$ cat src/rtl/irqf_pkg.sv
package irqf_pkg;
  localparam int FLAG_W    = 8;
  localparam int B_TMR     = 0;
  localparam int B_CNT1    = 1;
  localparam int B_CNT2    = 2;
  localparam int B_GRP_A   = 3;
  localparam int B_GRP_B   = 4;
  localparam int B_DUAL    = 5;
  localparam int B_SPARE   = 6;
  localparam int B_SERIAL  = 7;
  // Bits that can ever hold a 1.
  localparam logic [FLAG_W-1:0] IMPL_MASK = ~(FLAG_W'(1) << B_SPARE);
endpackage

$ cat src/rtl/irqf_sync.sv
module irqf_sync #(
  parameter int   W       = 8,
  parameter int   STAGES  = 2,
  parameter logic RST_VAL = 1'b1
) (
  input  logic         clk,
  input  logic         rst_n,
  input  logic [W-1:0] d_i,
  output logic [W-1:0] q_o
);
  logic [W-1:0] stage_q [STAGES];

  for (genvar s = 0; s < STAGES; s++) begin : g_stage
    logic [W-1:0] stage_d;
    if (s == 0) begin : g_first
      assign stage_d = d_i;
    end else begin : g_rest
      assign stage_d = stage_q[s-1];
    end
    always_ff @(posedge clk or negedge rst_n) begin
      if (!rst_n) stage_q[s] <= {W{RST_VAL}};
      else        stage_q[s] <= stage_d;
    end
  end

  assign q_o = stage_q[STAGES-1];
endmodule

$ cat src/rtl/irqf_edge.sv
module irqf_edge #(
  parameter int   W       = 8,
  parameter logic RST_VAL = 1'b1
) (
  input  logic         clk,
  input  logic         rst_n,
  input  logic [W-1:0] lvl_i,
  output logic [W-1:0] fall_o,
  output logic [W-1:0] rise_o
);
  logic [W-1:0] prev_q;

  always_ff @(posedge clk or negedge rst_n) begin
    if (!rst_n) prev_q <= {W{RST_VAL}};
    else        prev_q <= lvl_i;
  end

  always_comb begin
    fall_o = prev_q & ~lvl_i;
    rise_o = ~prev_q & lvl_i;
  end
endmodule

$ cat src/rtl/irqf_regs.sv
module irqf_regs
  import irqf_pkg::*;
(
  input  logic              clk,
  input  logic              rst_n,
  input  logic [FLAG_W-1:0] set_i,
  input  logic              flag_wr_i,
  input  logic [FLAG_W-1:0] flag_wdata_i,
  input  logic              mask_wr_i,
  input  logic [FLAG_W-1:0] mask_wdata_i,
  output logic [FLAG_W-1:0] flag_o,
  output logic [FLAG_W-1:0] mask_o,
  output logic              irq_o
);
  logic [FLAG_W-1:0] flag_q, flag_d, mask_q, keep;
  logic              flag_en, irq_q, irq_d;

  // Next-state logic.
  always_comb begin
    keep    = flag_wr_i ? flag_wdata_i : {FLAG_W{1'b1}};
    flag_d  = ((flag_q & keep) | set_i) & IMPL_MASK;
    flag_en = flag_wr_i | (|set_i);
    irq_d   = |(flag_q & mask_q);
  end

  // Register processes.
  always_ff @(posedge clk or negedge rst_n) begin
    if (!rst_n)       flag_q <= '0;
    else if (flag_en) flag_q <= flag_d;
  end

  always_ff @(posedge clk or negedge rst_n) begin
    if (!rst_n)         mask_q <= '0;
    else if (mask_wr_i) mask_q <= mask_wdata_i;
  end

  always_ff @(posedge clk or negedge rst_n) begin
    if (!rst_n) irq_q <= 1'b0;
    else        irq_q <= irq_d;
  end

  assign flag_o = flag_q;
  assign mask_o = mask_q;
  assign irq_o  = irq_q;

  p_spare_zero_r7: assert property (@(posedge clk) disable iff (!rst_n)
    flag_o[B_SPARE] == 1'b0);

  p_set_wins_r9: assert property (@(posedge clk) disable iff (!rst_n)
    (|(set_i & IMPL_MASK)) |=> ((flag_o & $past(set_i & IMPL_MASK)) == $past(set_i & IMPL_MASK)));

  p_clear_r8: assert property (@(posedge clk) disable iff (!rst_n)
    flag_wr_i |=> ((flag_o & ~$past(flag_wdata_i | set_i)) == '0));

  p_mask_load_r10: assert property (@(posedge clk) disable iff (!rst_n)
    mask_wr_i |=> (mask_o == $past(mask_wdata_i)));

  p_irq_high_r11: assert property (@(posedge clk) disable iff (!rst_n)
    (|(flag_o & mask_o)) |=> irq_o);

  p_irq_low_r11: assert property (@(posedge clk) disable iff (!rst_n)
    !(|(flag_o & mask_o)) |=> !irq_o);
endmodule

$ cat src/rtl/irq_flag_ctrl.sv
module irq_flag_ctrl
  import irqf_pkg::*;
#(
  parameter int              PIN_W       = 8,
  parameter int              SYNC_STAGES = 2,
  parameter logic [PIN_W-1:0] GRP_A_PINS = 8'h0F,
  parameter logic [PIN_W-1:0] GRP_B_PINS = 8'h70,
  parameter int              DUAL_PIN    = 7
) (
  input  logic              clk,
  input  logic              rst_n,
  input  logic              tmr_ovf_i,
  input  logic              cnt1_ovf_i,
  input  logic              cnt2_ovf_i,
  input  logic [PIN_W-1:0]  pin_i,
  input  logic              srx_full_i,
  input  logic              dual_edge_i,
  input  logic              flag_wr_i,
  input  logic [FLAG_W-1:0] flag_wdata_i,
  input  logic              mask_wr_i,
  input  logic [FLAG_W-1:0] mask_wdata_i,
  output logic [FLAG_W-1:0] flag_o,
  output logic [FLAG_W-1:0] mask_o,
  output logic              irq_o
);
  localparam logic [PIN_W-1:0] DUAL_SEL = PIN_W'(1) << DUAL_PIN;

  logic [PIN_W-1:0]  pin_sync, pin_fall, pin_rise;
  logic [FLAG_W-1:0] set_vec;
  logic              srx_q, srx_rise;
  logic              hit_a, hit_b, hit_dual;

  irqf_sync #(.W(PIN_W), .STAGES(SYNC_STAGES), .RST_VAL(1'b1)) u_sync (
    .clk   (clk),
    .rst_n (rst_n),
    .d_i   (pin_i),
    .q_o   (pin_sync)
  );

  irqf_edge #(.W(PIN_W), .RST_VAL(1'b1)) u_edge (
    .clk    (clk),
    .rst_n  (rst_n),
    .lvl_i  (pin_sync),
    .fall_o (pin_fall),
    .rise_o (pin_rise)
  );

  always_ff @(posedge clk or negedge rst_n) begin
    if (!rst_n) srx_q <= 1'b0;
    else        srx_q <= srx_full_i;
  end

  always_comb begin
    srx_rise = srx_full_i & ~srx_q;
    hit_a    = |(pin_fall & GRP_A_PINS);
    hit_b    = |(pin_fall & GRP_B_PINS);
    hit_dual = (|(pin_fall & DUAL_SEL)) | (dual_edge_i & (|(pin_rise & DUAL_SEL)));
    set_vec            = '0;
    set_vec[B_TMR]     = tmr_ovf_i;
    set_vec[B_CNT1]    = cnt1_ovf_i;
    set_vec[B_CNT2]    = cnt2_ovf_i;
    set_vec[B_GRP_A]   = hit_a;
    set_vec[B_GRP_B]   = hit_b;
    set_vec[B_DUAL]    = hit_dual;
    set_vec[B_SERIAL]  = srx_rise;
  end

  irqf_regs u_regs (
    .clk          (clk),
    .rst_n        (rst_n),
    .set_i        (set_vec),
    .flag_wr_i    (flag_wr_i),
    .flag_wdata_i (flag_wdata_i),
    .mask_wr_i    (mask_wr_i),
    .mask_wdata_i (mask_wdata_i),
    .flag_o       (flag_o),
    .mask_o       (mask_o),
    .irq_o        (irq_o)
  );

  p_serial_rise_r6: assert property (@(posedge clk) disable iff (!rst_n)
    (srx_full_i && !srx_q) |=> flag_o[B_SERIAL]);

  p_timer_set_r2: assert property (@(posedge clk) disable iff (!rst_n)
    tmr_ovf_i |=> flag_o[B_TMR]);

  p_single_edge_r5: assert property (@(posedge clk) disable iff (!rst_n)
    (!dual_edge_i && !(|(pin_fall & DUAL_SEL)) && !flag_o[B_DUAL] && !mask_wr_i)
      |=> !flag_o[B_DUAL]);
endmodule

$ cat config.mk
export PLATFORM = sky130hd
export DESIGN_NAME = irq_flag_ctrl
export DESIGN_NICKNAME = d
export VERILOG_FILES = /design/src/rtl/irqf_pkg.sv /design/src/rtl/irqf_sync.sv /design/src/rtl/irqf_edge.sv /design/src/rtl/irqf_regs.sv /design/src/rtl/irq_flag_ctrl.sv
export SDC_FILE = /design/constraint.sdc
export NUM_CORES = 1
export LEC_CHECK = 0
export ABC_AREA = 1
export ABC_CLOCK_PERIOD_IN_PS = 1900
export BUFFER_PORTS_ARGS = -buffer_cell sky130_fd_sc_hd__buf_4
export CORE_MARGIN = 5
export CORE_UTILIZATION = 51
export DETAILED_ROUTE_END_ITERATION = 10
export GPL_ROUTABILITY_DRIVEN = 0
export PLACE_DENSITY = 0.82
export SETUP_SLACK_MARGIN = 0.1
export SLEW_MARGIN = 5
export SYNTH_ARGS = -nofsm -noshare
export SYNTH_HDL_FRONTEND = slang
export SYNTH_SLANG_ARGS = --single-unit
export TNS_END_PERCENT = 1
$ cat constraint.sdc
create_clock -name clk -period 1.9 [get_ports clk]
set_input_delay 0.475 -clock clk [delete_from_list [all_inputs] [get_ports clk]]
set_output_delay 0.475 -clock clk [all_outputs]
set_load 0.005 [all_outputs]
==> results of run 1 <==
[synthesized netlist by cell type (all sizes together)]
library cell   n
conb           1
o21ai         17
a21oi          1
buf            2
nand2         34
nand3          1
nor2           3
dfstp         24
dfrtp         17
inv           23
[report_power, final]
part           switching, W  internal (W)  leakage (nW)
clock network      0.000256      0.000141        0.0320
logic             0.0000766     0.0000967         0.463
registers         0.0000327      0.000948         0.441
[stage by stage]
stage	setup slack, ns	std cells
after floorplan	1.03	123
after global placement	0.857	199
after detailed placement	0.826	199
after CTS	0.498	207
after global routing	0.450	207
final	0.512	207
[how the worst min path moves through the flow]
stage,start,end,slack (ns),depth (start not counted)
floorplan,rst_n,srx_q,0.18,0
global placement,u_sync.g_stage[1].stage_d[6],u_sync.q_o[6],0.35,0
detailed placement,u_sync.g_stage[1].stage_d[6],u_sync.q_o[6],0.35,0
CTS,rst_n,u_regs.flag_o[5],0.09,1
global route,rst_n,u_regs.flag_o[7],0.1,1
finish,rst_n,u_regs.flag_o[4],0.1,1
[kinds of logic after synthesis]
logic type,share of synthesized area [%]
simple gates,10.3
flops,75.5
compound gates,6.44
other cells,0.268
buf+inv,7.51
[sequential cells by signal (all words and copies together) (netlist names)]
name                    flops
u_regs.mask_o               8
u_regs.flag_o               7
u_regs.irq_o                1
u_sync.g_stage.stage_d      8
u_sync.q_o                  8
srx_q                       1
u_edge.prev_q               8
[layer usage]
layer	GRT usage, %	wire, um	vias up
li1	-	-	471
met1	18.0	1010	445
met2	24.4	1390	30
met3	6.47	198	7
met4	6.63	58	0
met5	0	0	-
[area by class of cell]
cell class,count,area share [%]
multi-input cells,57,13.0
flip-flops and latches,41,57.9
well taps,31,2.13
clock inverters,2,0.549
inverters,23,4.74
clock buffers,6,2.26
repair buffers,47,19.4
==> metrics.txt, run 1 <==
# TYPE chip_impl_metric gauge
chip_impl_info{name="clk_root_buffer_cell",value="clkbuf_4"} 1
chip_impl_metric{name="crit_cells",unit=""} 1
chip_impl_info{name="critPathCaptureType",value="output port"} 1
chip_impl_metric{name="total_area_of_multi_input_combinational_cells",unit="um2"} 238
chip_impl_info{name="ys_top_cells_by_area",value="dfstp_2 45%, dfrtp_1 30%, nand2_1 9.1%"} 1
chip_impl_metric{name="crit_required",unit="ns"} 1.42
chip_impl_metric{name="global_route_wire_length_before_repair",unit="mm"} 4.56
chip_impl_metric{name="synth-seq-cells",unit=""} 41
chip_impl_metric{name="number_of_gates_resized_after_cts",unit=""} 0
chip_impl_info{name="cts_tree",value="yes"} 1
chip_impl_metric{name="antenna_cells",unit=""} 0
chip_impl_metric{name="nets",unit=""} 208
chip_impl_metric{name="die_area",unit="um2"} 3890
chip_impl_metric{name="core_region_area",unit="um2"} 2690
chip_impl_metric{name="timing.setup.tns",unit="ns"} 0
chip_impl_metric{name="n_fill_cell",unit=""} 206
chip_impl_metric{name="cts_inserted_buffers",unit=""} 5
chip_impl_metric{name="clock_path_buffers",unit=""} 2
chip_impl_metric{name="crit_arrival",unit="ns"} 0.91
chip_impl_metric{name="detail_route.drc_violations",unit=""} 0
chip_impl_metric{name="cap_viol_max_count",unit=""} 0
chip_impl_metric{name="route.vias.total",unit=""} 953
chip_impl_metric{name="maxSlewViolCount",unit=""} 0
chip_impl_metric{name="synthesis.instances",unit=""} 123
chip_impl_metric{name="ff2ff_path_depth",unit=""} 5
chip_impl_metric{name="postSynthAreaPerCell",unit="um2"} 11.4
chip_impl_metric{name="syn_nets",unit=""} 156
chip_impl_metric{name="min_period_over_period",unit="%"} 73.1
chip_impl_metric{name="placedInstanceArea",unit="um2"} 1770
chip_impl_metric{name="final.min_clock_period",unit="ns"} 1.39
chip_impl_metric{name="grt_pass1_vias",unit=""} 942
chip_impl_metric{name="worstSkewPairLatency",unit="ns"} 0.33
chip_impl_metric{name="pin_count_of_the_biggest_net_entering_global_routing",unit=""} 42
chip_impl_metric{name="drt.antenna.violating_nets",unit=""} 0
chip_impl_info{name="outcome",value="finished clean"} 1
chip_impl_info{name="grt_setup_unrepaired",value="no"} 1
chip_impl_metric{name="final_area",unit="um2"} 1820
chip_impl_metric{name="worstPathMaxFanout",unit=""} 3
chip_impl_info{name="layout.cells.most_common",value="buf_4"} 1
chip_impl_info{name="path_delay_family",value="flip-flops"} 1
chip_impl_metric{name="clock_skew",unit="ns"} 0.00421
chip_impl_metric{name="fp.dieW",unit="um"} 62.4
chip_impl_metric{name="post-route-util",unit="%"} 67.9
chip_impl_metric{name="floorplan.initialDensity",unit="%"} 52.1
chip_impl_metric{name="final_layout_size_suffix_gt1_share",unit="%"} 44.3
chip_impl_metric{name="power_leakage",unit="nW"} 0.936
chip_impl_metric{name="numPortBuffers",unit=""} 47
chip_impl_info{name="critPathSlowestCell",value="dfrtp_1"} 1
chip_impl_metric{name="cts_clk_pin_slew_worst_paths",unit="ns"} 0.11
chip_impl_metric{name="viasPerCell",unit=""} 4.60
chip_impl_metric{name="pin_count",unit=""} 50
chip_impl_metric{name="drt_iter0_drc",unit=""} 31
chip_impl_metric{name="total_power",unit="W"} 0.00155
chip_impl_info{name="most-common-layout-cells",value="47 x buf_4, 34 x nand2_1, 24 x dfstp_2"} 1
chip_impl_metric{name="detailed_place_hpwl",unit="mm"} 1.99
chip_impl_metric{name="grt_use_total",unit="%"} 15.3
chip_impl_info{name="timing.critical_path.to",value="mask_o[1]"} 1
chip_impl_info{name="critical_path.reg2reg.endpoint",value="u_regs.flag_o[3]"} 1
chip_impl_metric{name="cts.repair_timing.setup_buffer_count",unit=""} 0
chip_impl_info{name="r2r_start",value="u_sync.q_o[1]"} 1
chip_impl_metric{name="clock_sinks",unit=""} 41
chip_impl_metric{name="ir_drop",unit="mV"} 0.661
chip_impl_metric{name="setup_viol_count_final",unit=""} 0
chip_impl_metric{name="cpPeakStageDelay",unit="ns"} 0.43
chip_impl_info{name="crit_path_cell_chain",value="buf_4"} 1
chip_impl_info{name="netlist.top_cell.by_area",value="dfstp_2"} 1
chip_impl_metric{name="timing.reg2reg.setup_slack",unit="ns"} 0.98
chip_impl_metric{name="syn_area",unit="um2"} 1400
chip_impl_info{name="hp-class",value="input port to async pin"} 1
chip_impl_metric{name="dr.pass1.iters",unit=""} 4
chip_impl_metric{name="seq_area",unit="um2"} 1060
chip_impl_metric{name="h-tree-depth",unit=""} 2
chip_impl_metric{name="rows",unit=""} 19
chip_impl_metric{name="yosysWarnings",unit=""} 0
chip_impl_metric{name="area_delta_synth_final",unit="%"} 30.3
chip_impl_info{name="start_kind",value="flip-flop"} 1
chip_impl_metric{name="synthDistinctLibCells",unit=""} 11
chip_impl_metric{name="finalHoldViolations",unit=""} 0
chip_impl_metric{name="power_density",unit="nW/um2"} 851
chip_impl_metric{name="antenna_violations_before_repair",unit=""} 0
chip_impl_metric{name="synthDominantCellAreaShare",unit="%"} 45.1
chip_impl_metric{name="drt_wl_total",unit="mm"} 2.66
chip_impl_info{name="critical_path.startpoint",value="u_regs.mask_o[1]"} 1
chip_impl_metric{name="finalHoldWorstSlack",unit="ns"} 0.0967
chip_impl_metric{name="crit_buf_inv",unit=""} 1
chip_impl_metric{name="overflow",unit=""} 0
chip_impl_metric{name="seq_area_frac_synth",unit="%"} 75.5
chip_impl_info{name="critical_path_class",value="flip-flop to output port"} 1
chip_impl_metric{name="clock.fmax",unit="MHz"} 720
chip_impl_metric{name="die_height",unit="um"} 62.4
chip_impl_metric{name="detail_route.wl_per_cell",unit="um"} 12.8
chip_impl_metric{name="post_cts_hold_buffer_count",unit=""} 0
No activity file was read; power rests on OpenSTA's default activity.
==> inputs of run 2 (changes only) <==
--- a/config.mk
+++ b/config.mk
@@ -6,13 +6,13 @@
 export NUM_CORES = 1
 export LEC_CHECK = 0
 export ABC_AREA = 1
-export ABC_CLOCK_PERIOD_IN_PS = 1900
+export ABC_CLOCK_PERIOD_IN_PS = 1300
 export BUFFER_PORTS_ARGS = -buffer_cell sky130_fd_sc_hd__buf_4
 export CORE_MARGIN = 5
-export CORE_UTILIZATION = 51
+export CORE_UTILIZATION = 47
 export DETAILED_ROUTE_END_ITERATION = 10
 export GPL_ROUTABILITY_DRIVEN = 0
-export PLACE_DENSITY = 0.82
+export PLACE_DENSITY = 0.76
 export SETUP_SLACK_MARGIN = 0.1
 export SLEW_MARGIN = 5
 export SYNTH_ARGS = -nofsm -noshare
==> constraint.sdc (replaced) <==
create_clock -name clk -period 1.3 [get_ports clk]
set_input_delay 0.325 -clock clk [delete_from_list [all_inputs] [get_ports clk]]
set_output_delay 0.325 -clock clk [all_outputs]
set_load 0.005 [all_outputs]
==> run 2 against run 1 <==
Sequential power grew 46%; clock skew grew 0.0042 ns; final area grew 4.7%; register-to-register slack lost 0.62 ns; global-route usage shrank 0.89 points; sequential share of layout area shrank 2.6 points; combinational power grew 64%; critical path type unchanged; hold slack lost 0.0050 ns; first-iteration DRC count grew 23%; critical path depth is the same; flip-flop and latch count is the same; wire length grew 2.0%.
==> metrics.txt, run 2 (synthesis results as in run 1) <==
# TYPE chip_impl_metric gauge
chip_impl_metric{name="cts_clk_pin_slew_worst_paths",unit="ns"} 0.11
chip_impl_metric{name="seq_power_share",unit="%"} 59.7
chip_impl_metric{name="floorplan.initialDensity",unit="%"} 49.9
chip_impl_info{name="start_kind",value="flip-flop"} 1
chip_impl_metric{name="rows",unit=""} 19
chip_impl_metric{name="route.vias.total",unit=""} 975
chip_impl_metric{name="clock_skew",unit="ns"} 0.00844
chip_impl_metric{name="detail_route.wl_per_cell",unit="um"} 12.7
chip_impl_metric{name="met2_length",unit="mm"} 1.48
chip_impl_metric{name="antenna_violations_before_repair",unit=""} 0
chip_impl_metric{name="detailed_place_hpwl",unit="mm"} 1.99
chip_impl_metric{name="worstPathMaxFanout",unit=""} 3
chip_impl_metric{name="overflow",unit=""} 0
chip_impl_metric{name="dr.pass1.iters",unit=""} 4
chip_impl_info{name="critPathSlowestCell",value="dfrtp_1"} 1
chip_impl_info{name="grt_setup_unrepaired",value="yes"} 1
chip_impl_metric{name="final_layout_size_suffix_gt1_share",unit="%"} 46.2
chip_impl_metric{name="viasPerCell",unit=""} 4.58
chip_impl_metric{name="m1WireLength",unit="mm"} 1.03
chip_impl_metric{name="h-tree-depth",unit=""} 2
chip_impl_metric{name="die_height",unit="um"} 64.6
chip_impl_info{name="layout.cells.most_common",value="buf_4"} 1
chip_impl_metric{name="worst_case_setup_slack_after_placement",unit="ns"} 0.364
chip_impl_metric{name="switchingPower",unit="W"} 0.000536
chip_impl_metric{name="post-route-util",unit="%"} 68.0
chip_impl_metric{name="maxSlewViolCount",unit=""} 0
chip_impl_metric{name="clock_path_buffers",unit=""} 2
chip_impl_metric{name="power.share.combinational",unit="%"} 11.8
chip_impl_metric{name="crit_buf_inv",unit=""} 1
chip_impl_info{name="crit_path_cell_chain",value="buf_4"} 1
chip_impl_metric{name="min_period_over_period",unit="%"} 94.0
chip_impl_metric{name="pnr_worst_setup_slack",unit="ns"} 0.0784
chip_impl_metric{name="clock.fmax",unit="MHz"} 819
chip_impl_metric{name="core_region_area",unit="um2"} 2810
chip_impl_info{name="clk_root_buffer_cell",value="clkbuf_4"} 1
chip_impl_info{name="critical_path_class",value="flip-flop to output port"} 1
chip_impl_info{name="outcome",value="finished clean"} 1
chip_impl_metric{name="grt_use_total",unit="%"} 14.4
chip_impl_metric{name="internal_power",unit="W"} 0.00186
chip_impl_metric{name="final_area",unit="um2"} 1910
chip_impl_metric{name="power_leakage",unit="nW"} 0.979
chip_impl_metric{name="drt_wl_total",unit="mm"} 2.71
chip_impl_metric{name="fp.dieW",unit="um"} 64.6
chip_impl_metric{name="sw_frac_of_total",unit="%"} 22.3
chip_impl_metric{name="drt.antenna.violating_nets",unit=""} 0
chip_impl_metric{name="nets",unit=""} 214
chip_impl_info{name="most-common-layout-cells",value="47 x buf_4, 34 x nand2_1, 24 x dfstp_2"} 1
chip_impl_metric{name="worstSkewPairLatency",unit="ns"} 0.33
chip_impl_metric{name="cpPeakStageDelay",unit="ns"} 0.42
chip_impl_metric{name="finalHoldViolations",unit=""} 0
chip_impl_metric{name="grt_pass1_vias",unit=""} 1011
chip_impl_metric{name="ir_drop",unit="mV"} 0.687
chip_impl_info{name="hp-class",value="input port to flip-flop"} 1
chip_impl_metric{name="clock_sinks",unit=""} 41
chip_impl_metric{name="detail_route.drc_violations",unit=""} 0
chip_impl_metric{name="met3_wirelength",unit="um"} 169
chip_impl_metric{name="global_route_wire_length_before_repair",unit="mm"} 4.55
chip_impl_info{name="critPathCaptureType",value="output port"} 1
chip_impl_info{name="path_delay_family",value="flip-flops"} 1
chip_impl_metric{name="final.min_clock_period",unit="ns"} 1.22
chip_impl_metric{name="crit_required",unit="ns"} 0.98
chip_impl_metric{name="drt_iter0_drc",unit=""} 38
chip_impl_info{name="cts_tree",value="yes"} 1
chip_impl_metric{name="die_area",unit="um2"} 4170
chip_impl_info{name="highest_layer",value="met4"} 1
chip_impl_metric{name="clockPowerShare",unit="%"} 28.5
chip_impl_metric{name="cap_viol_max_count",unit=""} 0
chip_impl_metric{name="timing.setup.tns",unit="ns"} 0
chip_impl_metric{name="area_delta_synth_final",unit="%"} 36.4
chip_impl_metric{name="cts_inserted_buffers",unit=""} 5
chip_impl_metric{name="antenna_cells",unit=""} 0
chip_impl_metric{name="setup_viol_count_final",unit=""} 0
chip_impl_metric{name="pin_count_of_the_biggest_net_entering_global_routing",unit=""} 42
chip_impl_metric{name="pin_count",unit=""} 50
chip_impl_metric{name="placedInstanceArea",unit="um2"} 1770
chip_impl_metric{name="crit_arrival",unit="ns"} 0.90
chip_impl_metric{name="n_fill_cell",unit=""} 229
chip_impl_metric{name="numPortBuffers",unit=""} 47
chip_impl_metric{name="power_density",unit="nW/um2"} 1260
[run 2: final timing paths]
check | from | slack [ns] | end | cells past startpoint
max | u_regs.mask_o[4] | 0.08 | mask_o[4] | 1
min reg2reg | u_sync.g_stage[1].stage_d[3] | 0.35 | u_sync.q_o[3] | 0
min in group asynchronous | rst_n | 0.49 | u_regs.flag_o[2] | 2
max reg2reg | u_sync.q_o[3] | 0.36 | u_regs.flag_o[3] | 5
max in group asynchronous | rst_n | 0.44 | u_sync.q_o[2] | 2
min | pin_i[1] | 0.09 | u_sync.g_stage[1].stage_d[1] | 1
[run 2: layer usage]
metal,vias to the layer above,GRT usage [%]
met5,-,0
li1,480,-
met3,4,5.18
met1,464,15.2
met2,27,26.2
met4,0,5.54
[run 2: metrics by stage]
stage               hold slack (ns)  total power [W]  std cells
global placement              0.312          0.00170        199
floorplan                    0.0294          0.00153        123
global route                 0.0500          0.00255        213
finish                       0.0917          0.00240        213
CTS                          0.0751          0.00241        209
detailed placement            0.322          0.00171        199
[run 2: worst register-to-register path: stages (launching register included)]
cell	delay [ns]
dfstp_2	0.55
inv_1	0.04
nand2_1	0.05
nand2_1	0.04
nor2_1	0.10
nand2_1	0.06
[run 2: what timing repair did]
action,in CTS,in global routing
gates cloned,0,0
setup buffers,1,4
hold buffers,1,0
endpoints found under the hold margin,17,0
setup endpoints to repair,14,15
gates resized for setup,0,5
[run 2: final cells by class]
cell class,count,area [um2],area share [%]
Clock buffer,7,65.1,3.41
Clock inverter,1,5.00,0.262
Inverter,23,86.3,4.52
Multi-Input combinational cell,57,238,12.5
Sequential cell,41,1060,55.3
Tap cell,31,38.8,2.03
Timing Repair Buffer,53,419,22.0
[run 2: power by group through the flow]
stage / sequential (W) / combinational (W) / clock, W
floorplan: 0.00145 / 0.0000783 / 0
detailed placement: 0.00145 / 0.000257 / 0
CTS: 0.00143 / 0.000266 / 0.000713
global route: 0.00144 / 0.000322 / 0.000789
finish: 0.00143 / 0.000284 / 0.000684
global placement: 0.00145 / 0.000250 / 0
